## config.mk

```make
export PLATFORM = sky130hd
export DESIGN_NAME = periodic_down_timer
export DESIGN_NICKNAME = d
export VERILOG_FILES = /design/src/rtl/pdt_pkg.sv /design/src/rtl/pdt_prescaler.sv /design/src/rtl/pdt_counter.sv /design/src/rtl/pdt_flag.sv /design/src/rtl/periodic_down_timer.sv
export SDC_FILE = /design/constraint.sdc
export NUM_CORES = 1
export LEC_CHECK = 0
export BUFFER_PORTS_ARGS = -buffer_cell sky130_fd_sc_hd__buf_2
export CAP_MARGIN = 20
export CORE_MARGIN = 3
export CORE_UTILIZATION = 60
export CTS_CLUSTER_SIZE = 25
export DETAILED_ROUTE_END_ITERATION = 6
export GPL_TIMING_DRIVEN = 1
export PLACE_DENSITY = 0.77
export SLEW_MARGIN = 10
export SYNTH_ARGS = -nofsm -noshare
export SYNTH_HDL_FRONTEND = slang
export SYNTH_SLANG_ARGS = --single-unit
```

## constraint.sdc

```tcl
create_clock -name clk -period 6.3 [get_ports clk]
set_input_delay 1.26 -clock clk [delete_from_list [all_inputs] [get_ports clk]]
set_output_delay 1.26 -clock clk [all_outputs]
set_load 0.1 [all_outputs]
```

## src/rtl/pdt_pkg.sv

```systemverilog
package pdt_pkg;
  localparam int REG_W   = 32;
  localparam int PRE_W   = 12;
  localparam int ADDR_W  = 3;

  localparam logic [ADDR_W-1:0] OFS_CTRL = 3'd0;
  localparam logic [ADDR_W-1:0] OFS_STAT = 3'd1;
  localparam logic [ADDR_W-1:0] OFS_LOAD = 3'd2;
  localparam logic [ADDR_W-1:0] OFS_CMP  = 3'd3;
  localparam logic [ADDR_W-1:0] OFS_CNT  = 3'd4;

  localparam int B_EN     = 0;
  localparam int B_KEEP   = 1;
  localparam int B_IE     = 2;
  localparam int B_RLD    = 3;
  localparam int B_PRE    = 4;
  localparam int B_SWR    = 16;
  localparam int B_OVW    = 17;
  localparam int B_SRC    = 24;

  localparam logic [REG_W-1:0] CTRL_KEEP_MASK = 32'h03FE_FFFF;

  typedef struct packed {
    logic             en;
    logic             keep;
    logic             ie;
    logic             rld;
    logic [PRE_W-1:0] pre;
    logic             swr;
    logic             ovw;
    logic [1:0]       src;
  } ctrl_t;

  function automatic ctrl_t decode_ctrl(input logic [REG_W-1:0] w);
    ctrl_t c;
    c.en   = w[B_EN];
    c.keep = w[B_KEEP];
    c.ie   = w[B_IE];
    c.rld  = w[B_RLD];
    c.pre  = w[B_PRE +: PRE_W];
    c.swr  = w[B_SWR];
    c.ovw  = w[B_OVW];
    c.src  = w[B_SRC +: 2];
    return c;
  endfunction
endpackage

```

## src/rtl/pdt_prescaler.sv

```systemverilog
module pdt_prescaler #(
  parameter int PRE_W = 12
) (
  input  logic             clk,
  input  logic             rst_n,
  input  logic             restart,
  input  logic             enable,
  input  logic [1:0]       src_sel,
  input  logic             tick_main,
  input  logic             tick_slow,
  input  logic [PRE_W-1:0] divide,
  output logic             step
);
  logic [PRE_W-1:0] phase_q;
  logic             src_tick;

  always_comb begin
    unique case (src_sel)
      2'd1, 2'd2: src_tick = tick_main;
      2'd3:       src_tick = tick_slow;
      default:    src_tick = 1'b0;
    endcase
  end

  assign step = enable && src_tick && (phase_q == divide);

  always_ff @(posedge clk or negedge rst_n) begin
    if (!rst_n)                 phase_q <= '0;
    else if (restart || !enable) phase_q <= '0;
    else if (src_tick)          phase_q <= (phase_q == divide) ? '0 : phase_q + 1'b1;
  end
endmodule

```

## src/rtl/pdt_counter.sv

```systemverilog
module pdt_counter #(
  parameter int CNT_W = 32
) (
  input  logic             clk,
  input  logic             rst_n,
  input  logic             soft_rst,
  input  logic             force_load,
  input  logic [CNT_W-1:0] force_val,
  input  logic             step,
  input  logic             reload_sel,
  input  logic [CNT_W-1:0] load_val,
  input  logic [CNT_W-1:0] cmp_val,
  output logic [CNT_W-1:0] count,
  output logic             event_hit
);
  localparam logic [CNT_W-1:0] ALL_ONES = '1;
  logic [CNT_W-1:0] cnt_q, cnt_next;
  logic             live_step;

  assign live_step = step && !force_load && !soft_rst;

  always_comb begin
    if (cnt_q == '0) cnt_next = reload_sel ? load_val : ALL_ONES;
    else             cnt_next = cnt_q - 1'b1;
  end

  assign event_hit = live_step &&
                     ((cnt_next == '0) || ((cmp_val != '0) && (cnt_next == cmp_val)));

  always_ff @(posedge clk or negedge rst_n) begin
    if (!rst_n)          cnt_q <= ALL_ONES;
    else if (force_load) cnt_q <= force_val;
    else if (soft_rst)   cnt_q <= ALL_ONES;
    else if (live_step)  cnt_q <= cnt_next;
  end

  assign count = cnt_q;
endmodule

```

## src/rtl/pdt_flag.sv

```systemverilog
module pdt_flag (
  input  logic clk,
  input  logic rst_n,
  input  logic soft_rst,
  input  logic set_evt,
  input  logic clr_req,
  input  logic irq_en,
  output logic flag,
  output logic irq
);
  logic flag_q;

  always_ff @(posedge clk or negedge rst_n) begin
    if (!rst_n)        flag_q <= 1'b0;
    else if (soft_rst) flag_q <= 1'b0;
    else if (set_evt)  flag_q <= 1'b1;
    else if (clr_req)  flag_q <= 1'b0;
  end

  assign flag = flag_q;
  assign irq  = flag_q && irq_en;
endmodule

```

## src/rtl/periodic_down_timer.sv

```systemverilog
module periodic_down_timer
  import pdt_pkg::*;
#(
  parameter int CNT_W = REG_W
) (
  input  logic              clk,
  input  logic              rst_n,
  input  logic [ADDR_W-1:0] reg_addr,
  input  logic              reg_we,
  input  logic [REG_W-1:0]  reg_wdata,
  output logic [REG_W-1:0]  reg_rdata,
  input  logic              tick_main,
  input  logic              tick_slow,
  output logic              irq
);
  localparam logic [CNT_W-1:0] ALL_ONES = '1;

  logic [REG_W-1:0] ctrl_q;
  logic [CNT_W-1:0] load_q, cmp_q, cnt_q, force_val;
  ctrl_t            cur, nxt;
  logic             wr_ctrl, wr_stat, wr_load, wr_cmp, swr, force_load;
  logic             step, evt, flag_q;

  assign cur = decode_ctrl(ctrl_q);
  assign nxt = decode_ctrl(reg_wdata);

  assign wr_ctrl = reg_we && (reg_addr == OFS_CTRL);
  assign wr_stat = reg_we && (reg_addr == OFS_STAT);
  assign wr_load = reg_we && (reg_addr == OFS_LOAD);
  assign wr_cmp  = reg_we && (reg_addr == OFS_CMP);
  assign swr     = wr_ctrl && nxt.swr;

  always_ff @(posedge clk or negedge rst_n) begin
    if (!rst_n) begin
      ctrl_q <= '0;
      load_q <= ALL_ONES;
      cmp_q  <= '0;
    end else begin
      if (wr_ctrl) ctrl_q <= reg_wdata & CTRL_KEEP_MASK;
      if (swr)          load_q <= ALL_ONES;
      else if (wr_load) load_q <= reg_wdata[CNT_W-1:0];
      if (swr)         cmp_q <= '0;
      else if (wr_cmp) cmp_q <= reg_wdata[CNT_W-1:0];
    end
  end

  assign force_load = (wr_ctrl && nxt.en && !nxt.keep) || (wr_load && cur.ovw);
  assign force_val  = wr_load ? reg_wdata[CNT_W-1:0] : (swr ? ALL_ONES : load_q);

  pdt_prescaler #(.PRE_W(PRE_W)) u_pre (
    .clk(clk), .rst_n(rst_n), .restart(wr_ctrl), .enable(cur.en),
    .src_sel(cur.src), .tick_main(tick_main), .tick_slow(tick_slow),
    .divide(cur.pre), .step(step)
  );

  pdt_counter #(.CNT_W(CNT_W)) u_cnt (
    .clk(clk), .rst_n(rst_n), .soft_rst(swr), .force_load(force_load),
    .force_val(force_val), .step(step), .reload_sel(cur.rld),
    .load_val(load_q), .cmp_val(cmp_q), .count(cnt_q), .event_hit(evt)
  );

  pdt_flag u_flag (
    .clk(clk), .rst_n(rst_n), .soft_rst(swr), .set_evt(evt),
    .clr_req(wr_stat), .irq_en(cur.ie), .flag(flag_q), .irq(irq)
  );

  always_comb begin
    reg_rdata = '0;
    unique case (reg_addr)
      OFS_CTRL: reg_rdata = ctrl_q;
      OFS_STAT: reg_rdata[0] = flag_q;
      OFS_LOAD: reg_rdata[CNT_W-1:0] = load_q;
      OFS_CMP:  reg_rdata[CNT_W-1:0] = cmp_q;
      OFS_CNT:  reg_rdata[CNT_W-1:0] = cnt_q;
      default:  reg_rdata = '0;
    endcase
  end
endmodule

```

# After elaboration in Yosys (flattened, before gate mapping)
# Cells that the tools add are included.
# W data, S select, Z words.
word_totals:
  output_inout_bits: 33
  register_bits: 134
  inputBits: 40
classes:
  addsub: 2
  muxes: 20
  n_eq_ne: 9
  n_reduce_logical: 32
ops:
  columns: ["op", "count"]
  rows:
  - ["$mux W32", 11]
  - ["$pmux W31 S4", 1]
  - ["$logic_not A32 Y1", 2]
  - ["$mux W12", 3]
  - ["$eq A32 B32 Y1", 1]
  - ["$reduce_bool A32 Y1", 1]
  - ["$sub A32 B1 Y32 const B", 1]
  - ["$logic_and A1 B1 Y1", 15]
  - ["$add A12 B1 Y12 const B", 1]
  - ["$eq A12 B12 Y1", 1]
  - ["$eq A3 B2 Y1 const B", 2]
  - ["$reduce_bool A2 Y1", 3]
  - ["$reduce_bool A3 Y1", 2]
  - ["$pmux W1 S5", 1]
  - ["$eq A2 B2 Y1 const B", 2]
  - ["$logic_not A1 Y1", 4]
  - ["$eq A3 B1 Y1 const B", 1]
  - ["$eq A3 B3 Y1 const B", 1]
  - ["$logic_not A3 Y1", 1]
  - ["$logic_or A1 B1 Y1", 3]
  - ["$mux W1", 3]
  - ["$eq A2 B1 Y1 const B", 1]
  - ["$pmux W1 S2", 1]
  - ["$reduce_or A2 Y1", 1]

# Depth between registers and ports, before layout
logic_depth:
  depth_word: 11
  depth_mapped: 14
  depth_no_buf: 11

# Modules after synthesis
# From an unflattened synthesis, not the netlist that was laid out.
unflattened:
  cells_unflattened: 1116
  area_unflattened_um2: 9593.0
modules_own_cells:
  columns: ["mod", "instances", "area_each_um2", "cells_per_inst", "seq_area_each_um2"]
  rows:
  - ["periodic_down_timer", 1, 4924.7, 494, 2267.2]
  - ["pdt_counter", 1, 3681.0, 505, 840.8]
  - ["pdt_prescaler", 1, 937.1, 112, 300.3]
  - ["pdt_flag", 1, 50.0, 5, 25.0]

# Worst setup path before layout
# OpenSTA, ideal clock, no wires.
synth_timing:
  path_type: "input port to output port"
  startpoint: "input port reg_addr[0]"
  endpoint: "output port reg_rdata[0]"
  n_path_buf: 1
  path_stages: 5
  path_slack_ns: 1.072
  t_required_ns: 5.040
  t_arrival_ns: 3.968
  path_cell_list: "buf_1 -> nand2_1 -> nor2_1 -> a31oi_1 -> o21ai_0"
synth_between:
  elab_chain_len: 2
  elab_cells_between_ends: 6
synth_lines:
  columns: ["item", "line_no", "text"]
  rows:
  - ["start, declared", "periodic_down_timer.sv:8", "input logic [ADDR_W-1:0] reg_addr,"]
  - ["$eq A3 B3 Y1 (tied with other cells)", "periodic_down_timer.sv:69", "unique case (reg_addr)"]
  - ["$pmux W1 S5 *", "periodic_down_timer.sv:69", null]
  - ["end, declared", "periodic_down_timer.sv:11", "output logic [REG_W-1:0] reg_rdata,"]
# Every way passes the cells marked *; elsewhere a longest branch is shown, timed or not.

# Worst setup path after layout
layout_timing:
  startpoint: "input port reg_addr[2]"
  endpoint: "output port reg_rdata[0]"
# The elaborated chain is that of the path after synthesis.

==> results list <==
- The run finished with clean final reports.
- Fraction of final layout cells with drive strength greater than 1: 21.9%
- Top cells by area, synth: sky130_fd_sc_hd__dfrtp_1, sky130_fd_sc_hd__dfstp_2, sky130_fd_sc_hd__nand2_1
- When the netlist entered floorplanning its net count stood at 1076.
- Worst min-delay path category: flop to flop
- Global placer's final weighted congestion: 1.05
- Top routing layer in use: met4
- Count of nets left with antenna violations after detail routing: 0
* Met1 wire length: 12900 µm
* Ant diodes: 0
- Data on the critical path arrives at its endpoint at 3.51 ns.
* Clock Sink Count: 134
- The worst-case IR drop observed on VDD is 0.000282 V.
- The mapped netlist covers 0.00864 mm².
- The number of buffers and inverters on the critical path is 3.
- Detailed placement ended at an HPWL of 24800 µm.
- The routed design uses 15700 µm of met2 wire.
- Final critical-path required period: 4.77 ns
- Adding up every negative setup slack in the final design gives 0 ns.
- Most used flip-flop cell after synthesis: sky130_fd_sc_hd__dfrtp_1
- The critical path goes through buf_2, nand2b_1, nor2_2, buf_4, a22oi_1, o21ai_0, buf_2.
* Count of instances resized after the clock tree is built: 0
- Drt total wl: 35400 µm
- Count of final setup violators: 0
- In the detailed route, the total length drawn on met3 is 4150 µm.
- Across all layers, the routed design uses 9084 vias.
- A synthesized cell averages 8.38 µm².
- Number of buffers inserted for hold repair after clock tree synthesis: 0
- For this run, the number of Yosys warnings is 0.
- The worst hold path begins at u_cnt.count[12].
- By instance count, the cell type seen most on the critical path is sky130_fd_sc_hd__buf_2.
- The clock passes through at most 2 buffers.
* Commonest cells in the synthesized netlist: sky130_fd_sc_hd__nand2_1, sky130_fd_sc_hd__o21ai_0, sky130_fd_sc_hd__dfrtp_1
* Startpoint of the most critical register-to-register path: u_cnt.count[17]
* Vertical die dimension: 126 µm
- Syn Inst Count: 1031
- The final layout contains 1111 nets.
- On the critical path, the stage with the largest delay is an instance of sky130_fd_sc_hd__nor2_2.
* Highest cell delay on the worst timing path: 0.57 ns
- Across all register-to-register paths, the minimum setup slack is 2.01 ns.
- Instance area after placement: 0.00913 mm²
* Placeable Area: 0.0140 mm²
* Number of buffers inserted to repair setup after CTS: 0
* CTS H-Tree Depth: 4
- Entering global routing, the biggest net connects 81 pins.
* Count of maximum capacitance violations: 0
- Number of enable flip-flop cells after synthesis: 0
- Pin placement for this block handled 73 I/O pins.
* Slew at the pin closest to its max-slew limit: 1.13 ns
* Aggregate global-route resource usage: 44.5%
- Clock tree from TritonCTS: built
- After global routing the overflow that remains totals 0.
* Endpoint of the lowest-slack register-to-register path: u_flag.flag
- The floorplan has 43 rows.
- Clock tree skew after final layout: 0.00955 ns
* Data required time of the critical path: 5.04 ns
* Number of clock buffers inserted by TritonCTS: 17
- After detailed routing, the number of remaining DRC violations is 0.
* Yosys reg bits: 134
- Length of the first detailed-routing pass in iterations: 7
- Kind of cell with the highest combined delay on the critical path: simple AND/OR/NAND/NOR gates
* Starting utilization of the core area: 61.8%
- In the routed layout, each cell is associated on average with a via count of 7.22.
* Antenna violations before repair: 0
* Vias in the first global route: 8935
- R2R cell count: 11
* Worst slew margin relative to its limit: 23.9%
- Post-synthesis async set-or-reset flop share: 100%
- The worst setup path is of the input pin to output port kind.
- Horizontal die dimension: 126 µm
- Final count of pins violating max slew: 0
- Summed over all cells, the static leakage comes to 4.18 nW.
- Cell taking the most area after synthesis: sky130_fd_sc_hd__dfrtp_1
- Capture endpoint of the worst hold path: u_cnt.count[12]
* Setup crit start kind: input pin
* Clock-pin slew of the registers on the worst-case setup and hold paths: 0.06 ns
- Compared with the post-synthesis result, the final layout area differs by 12.7%.
- The share of synthesized area in the top cell type comes to 20.3%.
* Most numerous cell in the Yosys netlist: sky130_fd_sc_hd__nand2_1
* Worst Hold Depth: 2
- Clock root cell: sky130_fd_sc_hd__clkbuf_16
- Clk_lat worst skew: 0.43 ns
- Post-detailed-route wirelength per cell: 28.1 µm
* Crit path capture type: output port
* Wire length of the first global-routing pass: 53600 µm
* Achievable frequency: 0.209 GHz
- Input and output buffers added on the ports amount to 72.
* Post-route fraction of the period consumed by the critical path: 75.8%
* Drt first-iter violations: 1230
- Die ar.: 0.0159 mm²
* Distinct cell type count of the synthesized netlist: 69
* Maximum net fanout on the critical path: 15
- Sequential share of the synthesized area: 39.7%
- Summing internal, switching and leakage power gives 4.04 mW.
- Setup repair after global routing missed its margin: no
* Final Hold Fails: 0
* Power density cells: 415 mW/mm²
- The finished cells cover 0.00974 mm².
worst reg2reg max path, stage by stage, from the launching register on:
cell and delay [ns]:
sky130_fd_sc_hd__dfstp_2 0.41, sky130_fd_sc_hd__nor4_1 0.88, sky130_fd_sc_hd__nand4_1 0.19, sky130_fd_sc_hd__buf_4 0.24, sky130_fd_sc_hd__or3_1 0.68, sky130_fd_sc_hd__buf_4 0.36, sky130_fd_sc_hd__nand2_1 0.10, sky130_fd_sc_hd__o21ai_0 0.19
sky130_fd_sc_hd__a2111oi_2 0.48, sky130_fd_sc_hd__nand4_1 0.16, sky130_fd_sc_hd__nor4_1 0.34, sky130_fd_sc_hd__a31o_1 0.20
registers in the layout, indices dropped and copies added, names as in the netlist:
signal         cells
cmp_q             32
ctrl_q            25
load_q            32
u_cnt.count       32
u_flag.flag        1
u_pre.phase_q     12
cell usage in the layout, fill, tap and decap left out, types with 5 or more instances in the layout:
| master | count |
|---|---|
| sky130_fd_sc_hd__mux2i_1 | 9 |
| sky130_fd_sc_hd__a22oi_1 | 52 |
| sky130_fd_sc_hd__ha_1 | 5 |
| sky130_fd_sc_hd__a32oi_1 | 6 |
| sky130_fd_sc_hd__clkbuf_16 | 17 |
| sky130_fd_sc_hd__or3_1 | 15 |
| sky130_fd_sc_hd__inv_1 | 24 |
| sky130_fd_sc_hd__a21oi_1 | 49 |
| sky130_fd_sc_hd__xor2_1 | 27 |
| sky130_fd_sc_hd__o21ai_0 | 79 |
| sky130_fd_sc_hd__buf_4 | 23 |
| sky130_fd_sc_hd__nand2_1 | 209 |
| sky130_fd_sc_hd__and3_1 | 9 |
| sky130_fd_sc_hd__o211ai_1 | 6 |
| sky130_fd_sc_hd__dfstp_2 | 64 |
| sky130_fd_sc_hd__o31ai_1 | 6 |
| sky130_fd_sc_hd__mux2_2 | 24 |
| sky130_fd_sc_hd__a21o_1 | 6 |
| sky130_fd_sc_hd__o22ai_1 | 20 |
| sky130_fd_sc_hd__nor3_1 | 31 |
| sky130_fd_sc_hd__a211oi_1 | 5 |
| sky130_fd_sc_hd__nor2_1 | 44 |
| sky130_fd_sc_hd__nand2b_1 | 9 |
| sky130_fd_sc_hd__nand3_1 | 22 |
| sky130_fd_sc_hd__or4_1 | 8 |
| sky130_fd_sc_hd__buf_2 | 71 |
| sky130_fd_sc_hd__nand4_1 | 15 |
| sky130_fd_sc_hd__xnor2_1 | 23 |
| sky130_fd_sc_hd__nor4_1 | 24 |
| sky130_fd_sc_hd__dfrtp_1 | 70 |
| sky130_fd_sc_hd__o22a_1 | 15 |
| sky130_fd_sc_hd__nor2b_1 | 5 |
area by class of cell:
| type | instances | area, µm² |
|---|---|---|
| Multi-Input combinational cell | 794 | 4840 |
| Sequential cell | 134 | 3430 |
| Clock inverter | 14 | 173 |
| Inverter | 24 | 90.1 |
| Clock buffer | 18 | 439 |
| Timing Repair Buffer | 95 | 539 |
| Fill cell | 1101 | 4250 |
| Tap cell | 180 | 225 |
per-stage QoR:
stage               hold WS [ns]  utilization [%]  cells  setup slack [ns]
CTS                        0.499             69.6   1259              1.61
global placement           0.479             65.2   1226              1.63
finish                     0.504             69.6   1259              1.53
global route               0.517             69.6   1259              1.46
floorplan                  0.448                -   1031              1.07
detailed placement         0.490             65.2   1227              1.61
layer usage:
metal  GRT usage [%]  vias to the layer above
met5               0                        -
met4            26.6                        0
met3            12.6                      202
met2            68.5                      799
met1            55.8                     4274
li1                -                     3809
worst max-delay path by stage:
stage,to,startpoint,slack (ns),depth (start not counted)
global placement,reg_rdata[0],reg_addr[2],1.63,7
detailed placement,reg_rdata[0],reg_addr[2],1.61,7
floorplan,reg_rdata[0],reg_addr[0],1.07,5
CTS,reg_rdata[0],reg_addr[2],1.61,7
global route,reg_rdata[0],reg_addr[2],1.46,7
finish,reg_rdata[0],reg_addr[2],1.53,7
logic make-up (layout without fill, tap and decap cells):
family                     after synthesis  in the layout  share of synthesized area [%]
xor gates and xnor gates                50             50                           5.07
muxes                                   33             33                           4.17
AOI/OAI and AO/OA                      284            284                           22.3
and+or+nand+nor                        422            422                           23.2
buffers and inverters                  103            151                           4.79
DFF                                    134            134                           39.7
adders and majority gates                5              5                          0.724
report_power, final:
| group | total [mW] | leakage, nW | internal, mW | switching [mW] |
|---|---|---|---|---|
| logic | 1.40 | 2.32 | 0.478 | 0.925 |
| clock network | 1.05 | 0.297 | 0.637 | 0.411 |
| registers | 1.59 | 1.57 | 1.16 | 0.429 |
| total | 4.04 | 4.18 | 2.27 | 1.76 |
No activity file was read; power rests on OpenSTA's default activity.
